### config.mk
export PLATFORM = sky130hd
export DESIGN_NAME = led_power_blink
export DESIGN_NICKNAME = d
export VERILOG_FILES = /design/src/rtl/led_blink_pkg.sv /design/src/rtl/led_cfg_reg.sv /design/src/rtl/led_blink_timer.sv /design/src/rtl/led_route.sv /design/src/rtl/led_power_blink.sv
export SDC_FILE = /design/constraint.sdc
export NUM_CORES = 1
export LEC_CHECK = 0
export BUFFER_PORTS_ARGS = -buffer_cell sky130_fd_sc_hd__buf_4
export CAP_MARGIN = 15
export CORE_MARGIN = 2
export CORE_UTILIZATION = 57
export DETAILED_ROUTE_END_ITERATION = 6
export HOLD_SLACK_MARGIN = 0.1
export PLACE_DENSITY = 0.85
export SLEW_MARGIN = 20
export SYNTH_ARGS = -nofsm -noshare
export SYNTH_HDL_FRONTEND = slang
export SYNTH_HIERARCHICAL = 1
export SYNTH_SLANG_ARGS = --single-unit
export TNS_END_PERCENT = 30
### constraint.sdc
create_clock -name clk -period 3 [get_ports clk]
set_input_delay 0.3 -clock clk [delete_from_list [all_inputs] [get_ports clk]]
set_output_delay 0.3 -clock clk [all_outputs]
set_load 0.03 [all_outputs]
### src/rtl/led_blink_pkg.sv
package led_blink_pkg;

    localparam int unsigned REG_W    = 8;
    localparam int unsigned CFG_BITS = 2;

    // Bit 1 = steady, bit 0 = green select; the bit order matters for software.
    typedef struct packed {
        logic steady;
        logic green_sel;
    } led_cfg_t;

    localparam logic [REG_W-1:0] CFG_RESET = 8'h03;

endpackage

### src/rtl/led_cfg_reg.sv
module led_cfg_reg
    import led_blink_pkg::*;
(
    input  logic             clk,
    input  logic             rst_n,
    input  logic             wr_en,
    input  logic [REG_W-1:0] wr_data,
    output logic [REG_W-1:0] rd_data,
    output led_cfg_t         cfg_o
);

    led_cfg_t cfg_d, cfg_q;

    always_comb begin
        cfg_d = cfg_q;
        if (wr_en) begin
            cfg_d = led_cfg_t'(wr_data[CFG_BITS-1:0]);
        end
    end

    always_ff @(posedge clk or negedge rst_n) begin
        if (!rst_n) cfg_q <= led_cfg_t'(CFG_RESET[CFG_BITS-1:0]);
        else        cfg_q <= cfg_d;
    end

    assign rd_data = {{(REG_W-CFG_BITS){1'b0}}, cfg_q};
    assign cfg_o   = cfg_q;

    AST_WRITE_LANDS: assert property (@(posedge clk) disable iff (!rst_n)
        wr_en |=> (rd_data[CFG_BITS-1:0] == $past(wr_data[CFG_BITS-1:0])));
    AST_RSVD_ZERO: assert property (@(posedge clk) disable iff (!rst_n)
        $past(wr_en) |-> (rd_data[REG_W-1:CFG_BITS] == '0));

endmodule

### src/rtl/led_blink_timer.sv
module led_blink_timer #(
    parameter int unsigned ON_TICKS  = 19456,
    parameter int unsigned OFF_TICKS = 29696
) (
    input  logic clk,
    input  logic rst_n,
    input  logic run_i,
    input  logic tick_i,
    output logic lit_o
);

    localparam int unsigned MAX_TICKS = (ON_TICKS > OFF_TICKS) ? ON_TICKS : OFF_TICKS;
    localparam int unsigned CNT_W     = (MAX_TICKS > 1) ? $clog2(MAX_TICKS) : 1;
    localparam logic [CNT_W-1:0] ON_LAST  = CNT_W'(ON_TICKS - 1);
    localparam logic [CNT_W-1:0] OFF_LAST = CNT_W'(OFF_TICKS - 1);

    typedef struct packed {
        logic             lit;
        logic [CNT_W-1:0] cnt;
    } tmr_t;

    tmr_t             st_d, st_q;
    logic [CNT_W-1:0] last;

    always_comb begin
        st_d = st_q;
        last = st_q.lit ? ON_LAST : OFF_LAST;
        if (!run_i) begin
            st_d.lit = 1'b1;
            st_d.cnt = '0;
        end else if (tick_i) begin
            if (st_q.cnt == last) begin
                st_d.lit = ~st_q.lit;
                st_d.cnt = '0;
            end else begin
                st_d.cnt = st_q.cnt + CNT_W'(1);
            end
        end
    end

    always_ff @(posedge clk or negedge rst_n) begin
        if (!rst_n) st_q <= '{lit: 1'b1, cnt: '0};
        else        st_q <= st_d;
    end

    assign lit_o = st_q.lit;

    AST_CNT_IN_RANGE: assert property (@(posedge clk) disable iff (!rst_n)
        st_q.lit ? (st_q.cnt <= ON_LAST) : (st_q.cnt <= OFF_LAST));
    AST_IDLE_HOLD: assert property (@(posedge clk) disable iff (!rst_n)
        !run_i |=> (lit_o && st_q.cnt == '0));
    AST_NO_TICK_STILL: assert property (@(posedge clk) disable iff (!rst_n)
        (run_i && !tick_i) |=> ($stable(st_q.cnt) && $stable(lit_o)));

endmodule

### src/rtl/led_route.sv
module led_route
    import led_blink_pkg::*;
(
    input  logic     slp_i,
    input  led_cfg_t cfg_i,
    input  logic     lit_i,
    output logic     green_o,
    output logic     yellow_o
);

    logic lamp;

    always_comb begin
        lamp     = slp_i & (cfg_i.steady | lit_i);
        green_o  = lamp &  cfg_i.green_sel;
        yellow_o = lamp & ~cfg_i.green_sel;
    end

endmodule

### src/rtl/led_power_blink.sv
module led_power_blink
    import led_blink_pkg::*;
#(
    parameter int unsigned ON_TICKS  = 19456,
    parameter int unsigned OFF_TICKS = 29696
) (
    input  logic             clk,
    input  logic             rst_n,
    input  logic             tick_en,
    input  logic             slp_deep,
    input  logic             cfg_we,
    input  logic [REG_W-1:0] cfg_wdata,
    output logic [REG_W-1:0] cfg_rdata,
    output logic             led_green,
    output logic             led_yellow
);

    led_cfg_t cfg;
    logic     blink_run;
    logic     lit;

    led_cfg_reg i_cfg (
        .clk     (clk),
        .rst_n   (rst_n),
        .wr_en   (cfg_we),
        .wr_data (cfg_wdata),
        .rd_data (cfg_rdata),
        .cfg_o   (cfg)
    );

    assign blink_run = slp_deep & ~cfg.steady;

    led_blink_timer #(
        .ON_TICKS  (ON_TICKS),
        .OFF_TICKS (OFF_TICKS)
    ) i_tmr (
        .clk    (clk),
        .rst_n  (rst_n),
        .run_i  (blink_run),
        .tick_i (tick_en),
        .lit_o  (lit)
    );

    led_route i_route (
        .slp_i    (slp_deep),
        .cfg_i    (cfg),
        .lit_i    (lit),
        .green_o  (led_green),
        .yellow_o (led_yellow)
    );

    AST_ONE_LAMP: assert property (@(posedge clk) disable iff (!rst_n)
        !(led_green && led_yellow));
    AST_DARK_AWAKE: assert property (@(posedge clk) disable iff (!rst_n)
        !slp_deep |-> (!led_green && !led_yellow));
    AST_STEADY_LIT: assert property (@(posedge clk) disable iff (!rst_n)
        (slp_deep && cfg_rdata[1]) |-> (led_green || led_yellow));

endmodule

======== Word level (Yosys, flattened, before mapping) ========
Cells that the tools add are included.
storage, ports and cells
  output and inout port bits .............. 10
  memory bits (read-only) ................. 0
  register bits ........................... 18
  RAM bits ................................ 0
  word-level logic and storage cells ...... 22
  bits in latches ......................... 0
  memories kept ........................... 0
cells by class
  reduce and logical (&&, ||, !) cells .... 1
  divide/modulo/power cells ............... 0
  bitwise gates (word level) .............. 8
  multiplexer cells ....................... 5
  multipliers ............................. 0
  shift operators ......................... 0
  $add $sub $neg .......................... 1
  $lt $le $gt $ge ......................... 0
  equality and inequality tests ........... 3
operator list
  cell                                                             number
  16-bit 2-to-1 mux                                                2
  15-bit by 1-bit adder with 15-bit output, second input constant  1
  15-bit == test                                                   1
  15-bit 2-to-1 mux                                                1
  14-bit 2-to-1 mux                                                1
  1-bit AND                                                        4
  2-bit inequality test, second input constant                     2
  1-bit NOT                                                        3
  2-bit AND reduction                                              1
  1-bit 2-to-1 mux                                                 1
  1-bit OR                                                         1

======== Longest topological paths before layout ========
  word-level depth ........................ 5
  mapped depth ............................ 6
  mapped depth without buffers ............ 5

======== Hierarchy ========
Netlist, hierarchy kept.
modules (own cells, without submodules)
  module           cells an instance  sequential area each (um^2)  times used  area each (um^2)
  led_blink_timer  93                 401.6                        1           949.7
  led_cfg_reg      13                 52.6                         1           138.9
  led_route        4                  0.0                          1           20.0
  led_power_blink  1                  0.0                          1           13.8

======== Least setup slack after synthesis ========
OpenSTA, ideal clock, no wires.
  path type ............................... register to register
  start point ............................. register i_cfg.cfg_q (netlist bit i_cfg/cfg_o[1])
  end point ............................... register i_tmr/st_q[13] (netlist name)
  arrival ................................. 1.578 ns
  cell stages (with the launch flop) ...... 7
  required time ........................... 2.927 ns
  path slack .............................. 1.349 ns
  library setup time ...................... 0.073 ns
  cells stage by stage .................... dfstp_2 nor2b_4 clkbuf_8 nand2b_4 nand4_4 or4_4 a21oi_2
between the ends
  longest elaborated chain between the ends .. 3
  elaborated cells between the ends (all ways) .. 4
  those cells by class .................... 1 x eq/ne; 1 x mux; 2 x bitwise
RTL lines
  element                                                               line                   source
  start, declared                                                       led_cfg_reg.sv:12      led_cfg_t cfg_d, cfg_q;
  start signal, assigned                                                led_cfg_reg.sv:22      if (!rst_n) cfg_q <= led_cfg_t'(CFG_RESET[CFG_BITS-1:0]);
  start signal, assigned                                                led_cfg_reg.sv:23      else cfg_q <= cfg_d;
  1-bit NOT *                                                           led_power_blink.sv:31  assign blink_run = slp_deep & ~cfg.steady;
  1-bit AND *                                                           led_power_blink.sv:31
  named net blink_run                                                   led_power_blink.sv:19  logic blink_run;
  2-bit inequality test (no line) or 16-bit 2-to-1 mux (tied branches)  -
  end signal, assigned                                                  led_blink_timer.sv:42  if (!rst_n) st_q <= '{lit: 1'b1, cnt: '0};
  end signal, assigned                                                  led_blink_timer.sv:43  else st_q <= st_d;
  end, declared                                                         led_blink_timer.sv:22  tmr_t st_d, st_q;
The timed path passes the listed nets; every way through them passes the cells marked *.
A chain may end at the register's enable or synchronous reset.

======== Worst setup path in the final report ========
  start point ............................. register i_tmr/st_q[0] (netlist name)
  end point ............................... register i_tmr/st_q[4] (netlist name)
between the ends
  longest elaborated chain between the ends .. 4
  elaborated cells between the ends (all ways) .. 5
  those cells by class .................... 1 x add/sub; 1 x eq/ne; 3 x mux
RTL lines
  element                                                                     line                                          source
  15-bit by 1-bit adder with 15-bit output or 15-bit == test (tied branches)  led_blink_timer.sv:36, led_blink_timer.sv:32
  15-bit 2-to-1 mux *                                                         led_blink_timer.sv:32                         if (st_q.cnt == last) begin
  16-bit 2-to-1 mux *                                                         led_blink_timer.sv:31                         end else if (tick_i) begin
  16-bit 2-to-1 mux *                                                         led_blink_timer.sv:28                         if (!run_i) begin
Mark *: on every way between the ends. The rest lies on a longest branch, timed or not. The select of a mux whose other input is x is not followed.

==> flow_metrics.env <==
export IMPL_antenna_found_initial=0
export IMPL_drt_iter0_markers=20
export IMPL_place_gp_congestion=0.796
export IMPL_rows=16
export IMPL_tightest_slew_ns=0.571
export IMPL_path_class="reg -> reg"
export IMPL_rsz0062_at_grt="false"
export IMPL_grt_pass1_vias=772
export IMPL_drv_slew=0
export IMPL_port_buffers=10
export IMPL_final_util_pct=62.8
export IMPL_vias=816
export IMPL_cp_num_cells=5
export IMPL_initial_core_util_pct=59.0
export IMPL_finClkSkew_ns=0.00632
export IMPL_fmax_ghz=0.521
export IMPL_cp_arrival_ns=2.07
export IMPL_fin_nets=135
export IMPL_cts_max_path_buffers=2
export IMPL_yosysWarnings=6
export IMPL_min_path_type="in -> reg"
export IMPL_die_y_um=48.4
export IMPL_cp_top_family="compound AO/OA/AOI/OAI gates"
export IMPL_post_route_drc_count=0
export IMPL_synth_edf_count=0
export IMPL_ioPinCount=23
export IMPL_syn2layout_area_growth_pct=6.35
export IMPL_powerDensity_nw_per_um2=368
export IMPL_clk_latency_ns=0.29
export IMPL_path_max_fanout=12
export IMPL_holdPathStages=2
export IMPL_htreeDepth=1
export IMPL_tns_ns=0
export IMPL_critical_path_cell_chain="ha_1 > and4b_1 > o2111ai_1 > o21ai_2 > nor2_1"
export IMPL_min_period_ns=1.92
export IMPL_cp_slowest_cell="o21ai_2"
export IMPL_wl_per_cell_um=13.3
export IMPL_cts_setup_buffers=0
export IMPL_total_power_mw=0.439
export IMPL_critPathCaptureType="register"
export IMPL_die_w_um=48.4
export IMPL_max_vdd_ir_drop_mv=0.234
export IMPL_cts_resized_gates=0
export IMPL_path_buf_inv=0
export IMPL_cts_buffers_inserted=3
export IMPL_slowest_delay_ns=0.51
export IMPL_grt_pass1_wl_mm=3.41
export IMPL_required_ns=3.15
export IMPL_clk_root_buffer_cell="clkbuf_4"
export IMPL_cts_tree="yes"
export IMPL_ys_ff_latch=18
export IMPL_worst_setup_path_start_kind="register"
export IMPL_hold_viol=0
export IMPL_status="complete, no violations"
export IMPL_dpl_hpwl_mm=1.45
export IMPL_yosys_most_used_dff="dfrtp_1"
export IMPL_finalSetupViolCount=0
export IMPL_drive_gt1_share_pct=27.5
export IMPL_syn_avg_cell_area_um2=10.1
export IMPL_hold_buffers=1
export IMPL_grt_overflow_total=0
export IMPL_wl_mm=1.95
export IMPL_yosysUniqueCellTypes=41
export IMPL_layout_commonest_cell="dfrtp_1"
export IMPL_syn_cell_area_um2=1120
export IMPL_synth_cells=111
export IMPL_first_pass_iters=4
export IMPL_power_static_leakage_nw=0.491
export IMPL_final_cell_mix="15 x dfrtp_1, 10 x buf_4, 9 x nor2_1"
export IMPL_rr_worst_depth=5
export IMPL_clkTransAtPathRegs_ns=0.09
export IMPL_antenna_cells=0
export IMPL_drv_cap=0
export IMPL_ys_seq_area_share_pct=40.5
export IMPL_die_area_um2=2340
export IMPL_grt_use_total_pct=18.6
export IMPL_ant_nets=0
export IMPL_fill_cells=153
export IMPL_timing_final_crit_share_pct=63.9
export IMPL_clock_sinks=18
export IMPL_slew_headroom_pct=61.9
export IMPL_synthArstFlopShare_pct=100
export IMPL_viasPerCell=5.55
export IMPL_grt_start_max_net_pins=19
export IMPL_core_area_um2=1900
## cells in the mapped netlist (3+ instances only)
library cell / instances / area, um^2
or3_1: 5 / 31.3
o21ai_0: 6 / 30.0
dfrtp_1: 15 / 375
nand4_1: 4 / 25.0
buf_4: 8 / 60.1
nand3_1: 4 / 20.0
dfstp_2: 3 / 78.8
nand2_1: 6 / 22.5
nor2_1: 9 / 33.8
inv_1: 4 / 15.0
a21oi_1: 4 / 20.0
xnor2_1: 5 / 43.8
## cells by family (layout without fill, tap and decap cells)
| group | Yosys count | after routing | synth area share, % |
|---|---|---|---|
| simple gates | 48 | 48 | 30.2 |
| fa+ha+maj | 1 | 1 | 1.11 |
| mux | 2 | 2 | 2.01 |
| other cells | 1 | 6 | 0.334 |
| xor+xnor | 7 | 7 | 5.46 |
| buf+inv | 15 | 19 | 9.59 |
| compound gates | 19 | 19 | 10.8 |
| flops | 18 | 18 | 40.5 |
## registers in the layout (all words and copies together), names as in the netlist
name and cells:
i_tmr/lit_o 1, i_cfg/cfg_o 2, i_tmr/st_q 15
## metal layers
layer / vias up / track usage, % / wire length, um
met4: 0 / 8.57 / 33
met5: - / 0 / 0
met2: 16 / 32.4 / 1010
li1: 407 / - / -
met1: 389 / 22.4 / 845
met3: 4 / 3.40 / 66
## layout make-up
type	instances	area (um^2)	area share, %
Inverter	4	15.0	1.26
Tap cell	27	33.8	2.83
Multi-Input combinational cell	83	579	48.5
Timing Repair Buffer	11	85.1	7.13
Sequential cell	18	454	38.1
Clock buffer	4	26.3	2.20
## power breakdown
part	total (mW)	switching [mW]	internal, mW
registers	0.255	0.00595	0.249
logic	0.0628	0.0415	0.0213
clock network	0.121	0.0697	0.0517
total	0.439	0.117	0.322
## per-stage QoR
| stage | instance area [um^2] | setup WS (ns) | hold slack [ns] | instances |
|---|---|---|---|---|
| after floorplan | 1140 | 1.35 | 0.00441 | 116 |
| after global placement | 1160 | 1.15 | 0.175 | 142 |
| after detailed placement | 1160 | 1.11 | 0.178 | 142 |
| after CTS | 1190 | 1.10 | 0.235 | 147 |
| after global routing | 1190 | 0.893 | 0.234 | 147 |
| final | 1190 | 1.08 | 0.241 | 147 |
## worst paths after layout
path | from | to | slack (ns)
setup / recovery | i_tmr/st_q[0] | i_tmr/st_q[4] | 1.08
hold reg to reg | i_tmr/lit_o | i_tmr/lit_o | 0.56
setup reg to reg | i_tmr/st_q[0] | i_tmr/st_q[4] | 1.08
min in group asynchronous | rst_n | i_tmr/st_q[12] | 0.42
max in group asynchronous | rst_n | i_cfg/cfg_o[0] | 2.32
hold / removal | cfg_wdata[0] | i_cfg/cfg_o[0] | 0.24
(Power assumes the default switching activity.)
